File: src/rtl/bus_probe_pkg.sv
package bus_probe_pkg;

  typedef enum logic [2:0] {
    ST_COUNT = 3'd0,
    ST_REQ   = 3'd1,
    ST_WAIT  = 3'd2,
    ST_BRST  = 3'd3,
    ST_BCHK  = 3'd4,
    ST_HALT  = 3'd5
  } probe_st_e;

  typedef enum logic [1:0] {
    PH_EVEN = 2'd0,
    PH_ODD  = 2'd1,
    PH_ZERO = 2'd2
  } probe_ph_e;

endpackage

File: src/rtl/probe_period_timer.sv
module probe_period_timer #(
  parameter int PW = 16
) (
  input  logic          clk,
  input  logic          rst,
  input  logic          run_i,
  input  logic [PW-1:0] period_i,
  output logic          done_o
);

  logic [PW-1:0] cnt_q;
  logic [PW-1:0] eff;

  always_comb begin
    eff    = (period_i == '0) ? PW'(1) : period_i;
    done_o = run_i && (cnt_q >= eff - PW'(1));
  end

  always_ff @(posedge clk) begin
    if (rst || !run_i || done_o) cnt_q <= '0;
    else                         cnt_q <= cnt_q + 1'b1;
  end

  AST_COUNT_IDLE_ZERO: assert property (@(posedge clk) disable iff (rst)
    !run_i |=> cnt_q == '0) else $error("timer not cleared");

endmodule

File: src/rtl/probe_fail_counter.sv
module probe_fail_counter #(
  parameter int LIMIT = 3
) (
  input  logic clk,
  input  logic rst,
  input  logic clr_i,
  input  logic pass_i,
  input  logic fail_i,
  output logic limit_o
);

  localparam int CW = $clog2(LIMIT + 1);

  logic [CW-1:0] cnt_q;

  assign limit_o = fail_i && (cnt_q == CW'(LIMIT - 1));

  always_ff @(posedge clk) begin
    if (rst || clr_i || pass_i || limit_o) cnt_q <= '0;
    else if (fail_i)                       cnt_q <= cnt_q + 1'b1;
  end

  AST_FAIL_BELOW_LIMIT: assert property (@(posedge clk) disable iff (rst)
    cnt_q < CW'(LIMIT)) else $error("fail count overflow");
  AST_PASS_CLEARS: assert property (@(posedge clk) disable iff (rst)
    pass_i |=> cnt_q == '0) else $error("count kept after pass");

endmodule

File: src/rtl/bus_probe_ctrl.sv
module bus_probe_ctrl
  import bus_probe_pkg::*;
#(
  parameter int AW         = 8,
  parameter int DW         = 32,
  parameter int PW         = 16,
  parameter int TMO        = 16,
  parameter int FAIL_LIMIT = 3,
  parameter int ADDR_EVEN  = 1,
  parameter int ADDR_ODD   = 2
) (
  input  logic          clk,
  input  logic          rst,
  input  logic [PW-1:0] period_i,
  input  logic          irq_ack_i,
  output logic          req_valid_o,
  output logic [AW-1:0] req_addr_o,
  input  logic          rsp_valid_i,
  input  logic [DW-1:0] rsp_data_i,
  output logic          bus_reset_o,
  output logic          irq_o,
  output logic [1:0]    irq_phase_o
);

  localparam int            TW       = $clog2(TMO);
  localparam logic [DW-1:0] PAT_EVEN = {(DW/2){2'b10}};
  localparam logic [DW-1:0] PAT_ODD  = {(DW/2){2'b01}};

  probe_st_e     st_q;
  probe_ph_e     ph_q;
  logic [TW-1:0] wait_q;
  logic          per_done, tmo_hit, limit_hit;
  logic          chk_pass, chk_fail;
  logic [DW-1:0] expect_w;

  probe_period_timer #(.PW(PW)) u_period (
    .clk      (clk),
    .rst      (rst),
    .run_i    (st_q == ST_COUNT),
    .period_i (period_i),
    .done_o   (per_done)
  );

  probe_fail_counter #(.LIMIT(FAIL_LIMIT)) u_fails (
    .clk     (clk),
    .rst     (rst),
    .clr_i   (st_q == ST_HALT),
    .pass_i  (chk_pass),
    .fail_i  (chk_fail),
    .limit_o (limit_hit)
  );

  always_comb begin
    expect_w = (ph_q == PH_EVEN) ? PAT_EVEN : PAT_ODD;
    tmo_hit  = (wait_q == TW'(TMO - 1));
    chk_pass = 1'b0;
    chk_fail = 1'b0;
    if (st_q == ST_WAIT) begin
      if (rsp_valid_i) begin
        chk_pass = (rsp_data_i == expect_w);
        chk_fail = (rsp_data_i != expect_w);
      end else begin
        chk_fail = tmo_hit;
      end
    end else if (st_q == ST_BCHK) begin
      chk_pass = (rsp_data_i == '0);
      chk_fail = (rsp_data_i != '0);
    end
  end

  always_ff @(posedge clk) begin
    if (rst) begin
      st_q        <= ST_COUNT;
      ph_q        <= PH_EVEN;
      wait_q      <= '0;
      req_valid_o <= 1'b0;
      req_addr_o  <= '0;
      bus_reset_o <= 1'b0;
      irq_o       <= 1'b0;
      irq_phase_o <= 2'd0;
    end else begin
      req_valid_o <= 1'b0;
      bus_reset_o <= 1'b0;
      unique case (st_q)
        ST_COUNT: begin
          if (per_done) begin
            st_q        <= ST_REQ;
            ph_q        <= PH_EVEN;
            req_valid_o <= 1'b1;
            req_addr_o  <= AW'(ADDR_EVEN);
          end
        end
        ST_REQ: begin
          st_q   <= ST_WAIT;
          wait_q <= '0;
        end
        ST_BRST: st_q <= ST_BCHK;
        ST_WAIT, ST_BCHK: begin
          if (limit_hit) begin
            st_q        <= ST_HALT;
            irq_o       <= 1'b1;
            irq_phase_o <= ph_q;
          end else if (chk_fail) begin
            if (ph_q == PH_ZERO) begin
              st_q        <= ST_BRST;
              bus_reset_o <= 1'b1;
            end else begin
              st_q        <= ST_REQ;
              req_valid_o <= 1'b1;
            end
          end else if (chk_pass) begin
            unique case (ph_q)
              PH_EVEN: begin
                st_q        <= ST_REQ;
                ph_q        <= PH_ODD;
                req_valid_o <= 1'b1;
                req_addr_o  <= AW'(ADDR_ODD);
              end
              PH_ODD: begin
                st_q        <= ST_BRST;
                ph_q        <= PH_ZERO;
                bus_reset_o <= 1'b1;
              end
              default: st_q <= ST_COUNT;
            endcase
          end else begin
            wait_q <= wait_q + 1'b1;
          end
        end
        ST_HALT: begin
          if (irq_ack_i) begin
            irq_o <= 1'b0;
            st_q  <= ST_COUNT;
          end
        end
        default: st_q <= ST_COUNT;
      endcase
    end
  end

  AST_REQ_SINGLE: assert property (@(posedge clk) disable iff (rst)
    req_valid_o |=> !req_valid_o) else $error("request longer than one cycle");
  AST_REQ_ADDR: assert property (@(posedge clk) disable iff (rst)
    req_valid_o |-> (req_addr_o == AW'(ADDR_EVEN) || req_addr_o == AW'(ADDR_ODD)))
    else $error("bad probe address");
  AST_BRST_SINGLE: assert property (@(posedge clk) disable iff (rst)
    bus_reset_o |=> !bus_reset_o) else $error("reset strobe too long");
  AST_IRQ_STICKY: assert property (@(posedge clk) disable iff (rst)
    (irq_o && !irq_ack_i) |=> irq_o) else $error("interrupt dropped");
  AST_IRQ_PAUSE: assert property (@(posedge clk) disable iff (rst)
    irq_o |-> (!req_valid_o && !bus_reset_o)) else $error("probe while halted");
  AST_ACK_CLEARS: assert property (@(posedge clk) disable iff (rst)
    (irq_o && irq_ack_i) |=> !irq_o) else $error("ack ignored");

endmodule

File: config.mk
export PLATFORM = sky130hd
export DESIGN_NAME = bus_probe_ctrl
export DESIGN_NICKNAME = d
export VERILOG_FILES = /design/src/rtl/bus_probe_pkg.sv /design/src/rtl/probe_period_timer.sv /design/src/rtl/probe_fail_counter.sv /design/src/rtl/bus_probe_ctrl.sv
export SDC_FILE = /design/constraint.sdc
export NUM_CORES = 1
export LEC_CHECK = 0
export CAP_MARGIN = 20
export CORE_ASPECT_RATIO = 0.6
export CORE_MARGIN = 2
export CORE_UTILIZATION = 53
export DETAILED_ROUTE_END_ITERATION = 12
export MAX_ROUTING_LAYER = met4
export PLACE_DENSITY = 0.83
export SYNTH_ARGS = -nofsm -noshare
export SYNTH_HDL_FRONTEND = slang
export SYNTH_SLANG_ARGS = --single-unit
File: constraint.sdc
create_clock -name clk -period 13.6 [get_ports clk]
set_input_delay 2.04 -clock clk [delete_from_list [all_inputs] [get_ports clk]]
set_output_delay 2.04 -clock clk [all_outputs]
set_load 0.05 [all_outputs]
# == Yosys cells after proc, flatten, opt, wreduce, memory -nomap -nowiden ==
# Cells that the tools add are included.
# op_classes
magnitude_cmp,1
bitwise_logic,1
n_reduce_logical,24
addsub,4
mux,46
eq_ne,21
# op_table
op,n
2-to-1 mux 8 bit,5
equality test 32 bit,1
zero test 32 bit,1
2-to-1 mux 32 bit,1
!= test 32 bit,1
nonzero test 32 bit,1
2-to-1 mux 1 bit,18
"adder 16 x 1 -> 16 bit, second input constant",1
>= comparator 16 bit,1
zero test 16 bit,1
2-to-1 mux 16 bit,1
case mux 8 bit (2 select lines),1
"subtractor 16 x 1 -> 16 bit, second input constant",1
2-to-1 mux 3 bit,5
case mux 3 bit (5 select lines),1
2-to-1 mux 4 bit,3
"!= test 2 bit, second input constant",6
case mux 2 bit (2 select lines),3
AND reduction 6 bit,2
2-to-1 mux 2 bit,5
case mux 4 bit (2 select lines),1
"equality test 3 x 2 -> 1 bit, second input constant",2
"equality test 3 bit, second input constant",2
AND reduction 3 bit,2
21 further kinds,31
# totals
ff_bits,40
wordCells,107
inputBits,52
out_inout_bits,13

# == Longest topological paths before layout ==
# logic_depth
depth_word,9
depth_mapped,17
mapped_depth_nobuf,17

# == Modules after synthesis ==
# Synthesis repeated with hierarchy kept, for this count alone.
# hier_totals
cells_unflattened,318
hier_area_um2,2524.9
# modules_own_cells
mod,cells_each,seq_area_each_um2,n_inst,area_per_inst_um2
probe_period_timer,163,320.3,1,1296.2
bus_probe_ctrl,143,320.3,1,1119.8
probe_fail_counter,12,40.0,1,108.9

# == Worst setup path after synthesis ==
# OpenSTA, ideal clock, no wires.
# synth_path
kind,input -> register
startpoint,input port period_i[7]
endpoint,register ph_q[0]
setup_ns,0.116
slack_ns,7.803
path_stages,17
t_required_ns,13.484
n_path_buf,0
t_arrival_ns,5.680
cell_sequence,or4_1 nor4_1 nor4bb_1 nor2_1 ha_1 nand2_1 nor2_1 nand2_1 xor2_1 ha_1 nand2_1 o21a_1 a21oi_1 o21ai_0 a2111oi_2 a311oi_1 a41o_1
# synth_between
elab_chain_cells,7
# synth_rtl
item,line_no,source
from (decl),bus_probe_ctrl.sv:14,"input logic [PW-1:0] period_i,"
zero test 16 bit,probe_period_timer.sv:15,eff = (period_i == '0) ? PW'(1) : period_i;
2-to-1 mux 16 bit *,probe_period_timer.sv:15,
subtractor 16 x 1 -> 16 bit *,probe_period_timer.sv:16,done_o = run_i && (cnt_q >= eff - PW'(1));
>= comparator 16 bit *,probe_period_timer.sv:16,
logical AND 1 bit *,probe_period_timer.sv:16,
!= test 2 bit (no source line) *,--,
AND reduction 6 bit (no source line) *,--,
to (signal assigned),bus_probe_ctrl.sv:74,ph_q <= PH_EVEN;
to (signal assigned),bus_probe_ctrl.sv:88,ph_q <= PH_EVEN;
to (signal assigned),bus_probe_ctrl.sv:115,ph_q <= PH_ODD;
to (decl),bus_probe_ctrl.sv:30,probe_ph_e ph_q;
# Every way passes the cells marked *; elsewhere a longest branch is shown, timed or not.
# A chain may end at the register's enable or synchronous reset.

# == Worst setup path after layout ==
# Same ends and word-level chain as after synthesis.

==> summary.md <==
| Metric | Value |
|---|---|
| Yosys synthesis warning count | 0 |
| Crit path from | period_i[7] |
| Number of buffers on the longest clock path | 2 |
| Area growth, synth to finish | 28.00% |
| Clock slew at reported path FFs | 0.08 ns |
| Most common cell after layout, fill and taps aside | clkdlybuf4s50_1 |
| CTS resizes | 0 |
| Crit path top cell by count | nand2_1 |
| Drt wl/cell | 15.04 um |
| CP Cell Sequence | clkdlybuf4s50_1 > or4_1 > nor4_1 > nor4bb_1 > nor2_1 > ha_1 > nand2_1 > nor2_1 > nand2_1 > xor2_1 > ha_1 > nand2_1 > o21a_1 > a21oi_1 > o21ai_0 > a2111oi_2 > a311oi_1 > a41o_1 |
| Synth cell types | 52 |
| Pwr per Cell Area | 69.72 nW/um2 |
| Cts hold-fix bufs | 0 |
| WP data arrival | 6.91 ns |
| Status | completed |
| Leak | 0.001156 uW |
| Cell Rows | 19 |
| Pre-CTS setup slack | 6.677 ns |
| Largest net degree at the start of global routing | 17 |
| CP Launch Type | input port |
| Crit path time final | 6.718 ns |
| Commonest non-fill, non-tap cells in the layout | clkdlybuf4s50_1, nor2_1, dfxtp_1 |
| TritonCTS Buffers | 5 |
| WL final | 6364 um |
| Hold Path Origin | irq_o |
| Worst-margin pin slew | 0.9467 ns |
| Post CTS Setup Buffer Count | 0 |
| Total congestion overflow | 0 |
| Synth area leader | dfxtp_1 |
| Worst slew margin | 36.76% |
| Post-Route Utilization | 69.53% |
| First-pass GRT wire length | 10380 um |
| Sequential share of the synthesized area | 27.74% |
| Grt met3 use | 5.906% |
| Synth top area share | 27.74% |
| Ratio of cells with drive above 1 in the final layout | 5.556% |
| CTS sink count | 34 |
| Max_cap viols | 0 |
| GP Congestion | 0.9371 |
| Final setup vio count | 0 |
| Largest cells by area after synthesis | dfxtp_1, ha_1, nor2_1 |
| Final ANT Viol Nets | 0 |
| CP Capture Type | register |
| RSZ-0062 raised after global routing | false |
| I/O Pins | 65 |
| DP Wirelength | 5080 um |
| Cells after Synth | 304 |
| Worst R2R Start | u_period.cnt_q[0] |
| Worst clock skew | 0.009357 ns |
| Final hold vios | 0 |
| Initial Util | 54.32% |
| CORE AREA | 4517 um2 |
| Fmax | 0.1489 GHz |
| Kind of critical path | input port to register |
| Synth Cell Area | 2454 um2 |
| FF+latch count, synth | 34 |
| TNS Setup | 0 ns |
| Die height | 56.71 um |
| EDFF count, synth | 0 |
| Final Cycle Share | 49.40% |
| DRC | 0 |
| GRT busiest layer | met1 |
| Inserted Diodes | 0 |
| TritonCTS clock tree | built |
| Slowest CP cell | a2111oi_2 |
| Filler instances | 366 |
| Async SR Flop Fraction | 0% |
| Top_reg_cell synth | dfxtp_1 |
| Initial antenna violation count | 0 |
| Met1 GRT Util | 38.04% |
| Synthesized area per cell | 8.071 um2 |
| Worst Hold Class | register to register |
| DR vias | 2465 |
| Max Slew Vio Count | 0 |
| Vias in the first global route | 2152 |
| Nets | 431 |
| Worst VDD drop | 0.05725 mV |
| Worst Path Max Fanout | 9 |
| Met2 GRT Util | 34.87% |
| Worst Path Required | 13.79 ns |
| Setup slack after layout | 6.882 ns |
| Via/cell ratio | 5.827 |
| Max incr delay on CP | 0.92 ns |
| Pre-Repair DR Iteration Count | 4 |
| Chip width | 91.84 um |
| Clock latency on the worst-skew pair | 0.29 ns |
| Initial detailed-routing violation count | 246 |
| PortBufs | 58 |
| H-tree levels | 2 |
| Die area | 5208 um2 |
| Root Driver | clkbuf_8 |
| Total GRT Usage | 25.78% |
synthesized netlist by cell type (2+ instances only):
library cell and n:
nor2_1 39, dfxtp_1 34, nand2_1 27, ha_1 20
nand3_1 14, xor2_1 14, a21oi_1 13, nor4_1 13
xnor2_1 13, nor3_1 10, inv_1 9, clkbuf_1 8
buf_4 6, o21ai_0 6, a31oi_1 5, and3_1 5
o22ai_1 5, a311oi_1 4, mux2i_1 4, nand4_1 4
nor2b_1 4, a21o_1 3, o2111ai_1 3, o211ai_1 3
or2_2 3, or3_1 3, a2111o_1 2, a211o_1 2
a211oi_1 2, a41o_1 2, nand2b_1 2, o21a_1 2
worst paths after layout:
kind             end  slack [ns]  cells after the start
max          ph_q[0]        6.88                     18
min            irq_o        0.47                      2
max reg2reg  ph_q[0]       10.72                      9
min reg2reg    irq_o        0.47                      2
sequential cells by signal, indices dropped and copies added (netlist names):
| signal | flops |
|---|---|
| ph_q | 2 |
| wait_q | 4 |
| u_period.cnt_q | 16 |
| req_addr_o | 2 |
| irq_o | 1 |
| bus_reset_o | 1 |
| u_fails.cnt_q | 2 |
| st_q | 3 |
| irq_phase_o | 2 |
| req_valid_o | 1 |
critical path, delay by kind of cell:
kind | cells | cell delay [ns]
simple gates | 8 | 1.91
compound gates | 6 | 1.86
fa+ha+maj | 2 | 0.53
buf+inv | 1 | 0.50
xor+xnor | 1 | 0.07
metal layers:
| metal | routed length [um] | vias up |
|---|---|---|
| li1 | - | 1231 |
| met1 | 3323 | 1141 |
| met2 | 2637 | 89 |
| met3 | 350 | 4 |
| met4 | 53 | 0 |
| met5 | 0 | - |
power by group:
part	internal, uW	switching [uW]
Clock	40.7	39.4
Combinational	19.8	17.8
Sequential	100	0.984
Total	161	58.2
logic make-up after synthesis:
| kind of cell | after synthesis | synth area share (%) |
|---|---|---|
| other | 1 | 0.1528 |
| multiplexers | 4 | 1.632 |
| flip-flops | 34 | 27.74 |
| AND/OR/NAND/NOR | 132 | 27.23 |
| buffers and inverters | 24 | 4.895 |
| AO/OA/AOI/OAI | 62 | 18.51 |
| XOR/XNOR | 27 | 9.638 |
| adder cells (fa/ha/maj) | 20 | 10.20 |
stage by stage:
stage / cell area (um2) / power [uW] / cells / hold slack, ns
finish: 3141 / 219.0 / 423 / 0.4652
global route: 3141 / 228.7 / 423 / 0.4920
CTS: 3141 / 219.8 / 423 / 0.4660
detailed placement: 3045 / 140.7 / 415 / 0.4525
global placement: 3045 / 140.0 / 415 / 0.4513
floorplan: 2472 / 121.0 / 309 / 0.4411
cell type report:
cell class | count | area (um2) | area share [%]
clock buffer | 6 | 82.58 | 2.629
inverter | 9 | 33.78 | 1.076
clock inverter | 2 | 12.51 | 0.3984
sequential | 34 | 680.7 | 21.67
timing repair buffer | 58 | 580.6 | 18.49
tap | 63 | 78.83 | 2.510
multi-input combinational | 251 | 1672 | 53.23
(Power assumes the default switching activity.)
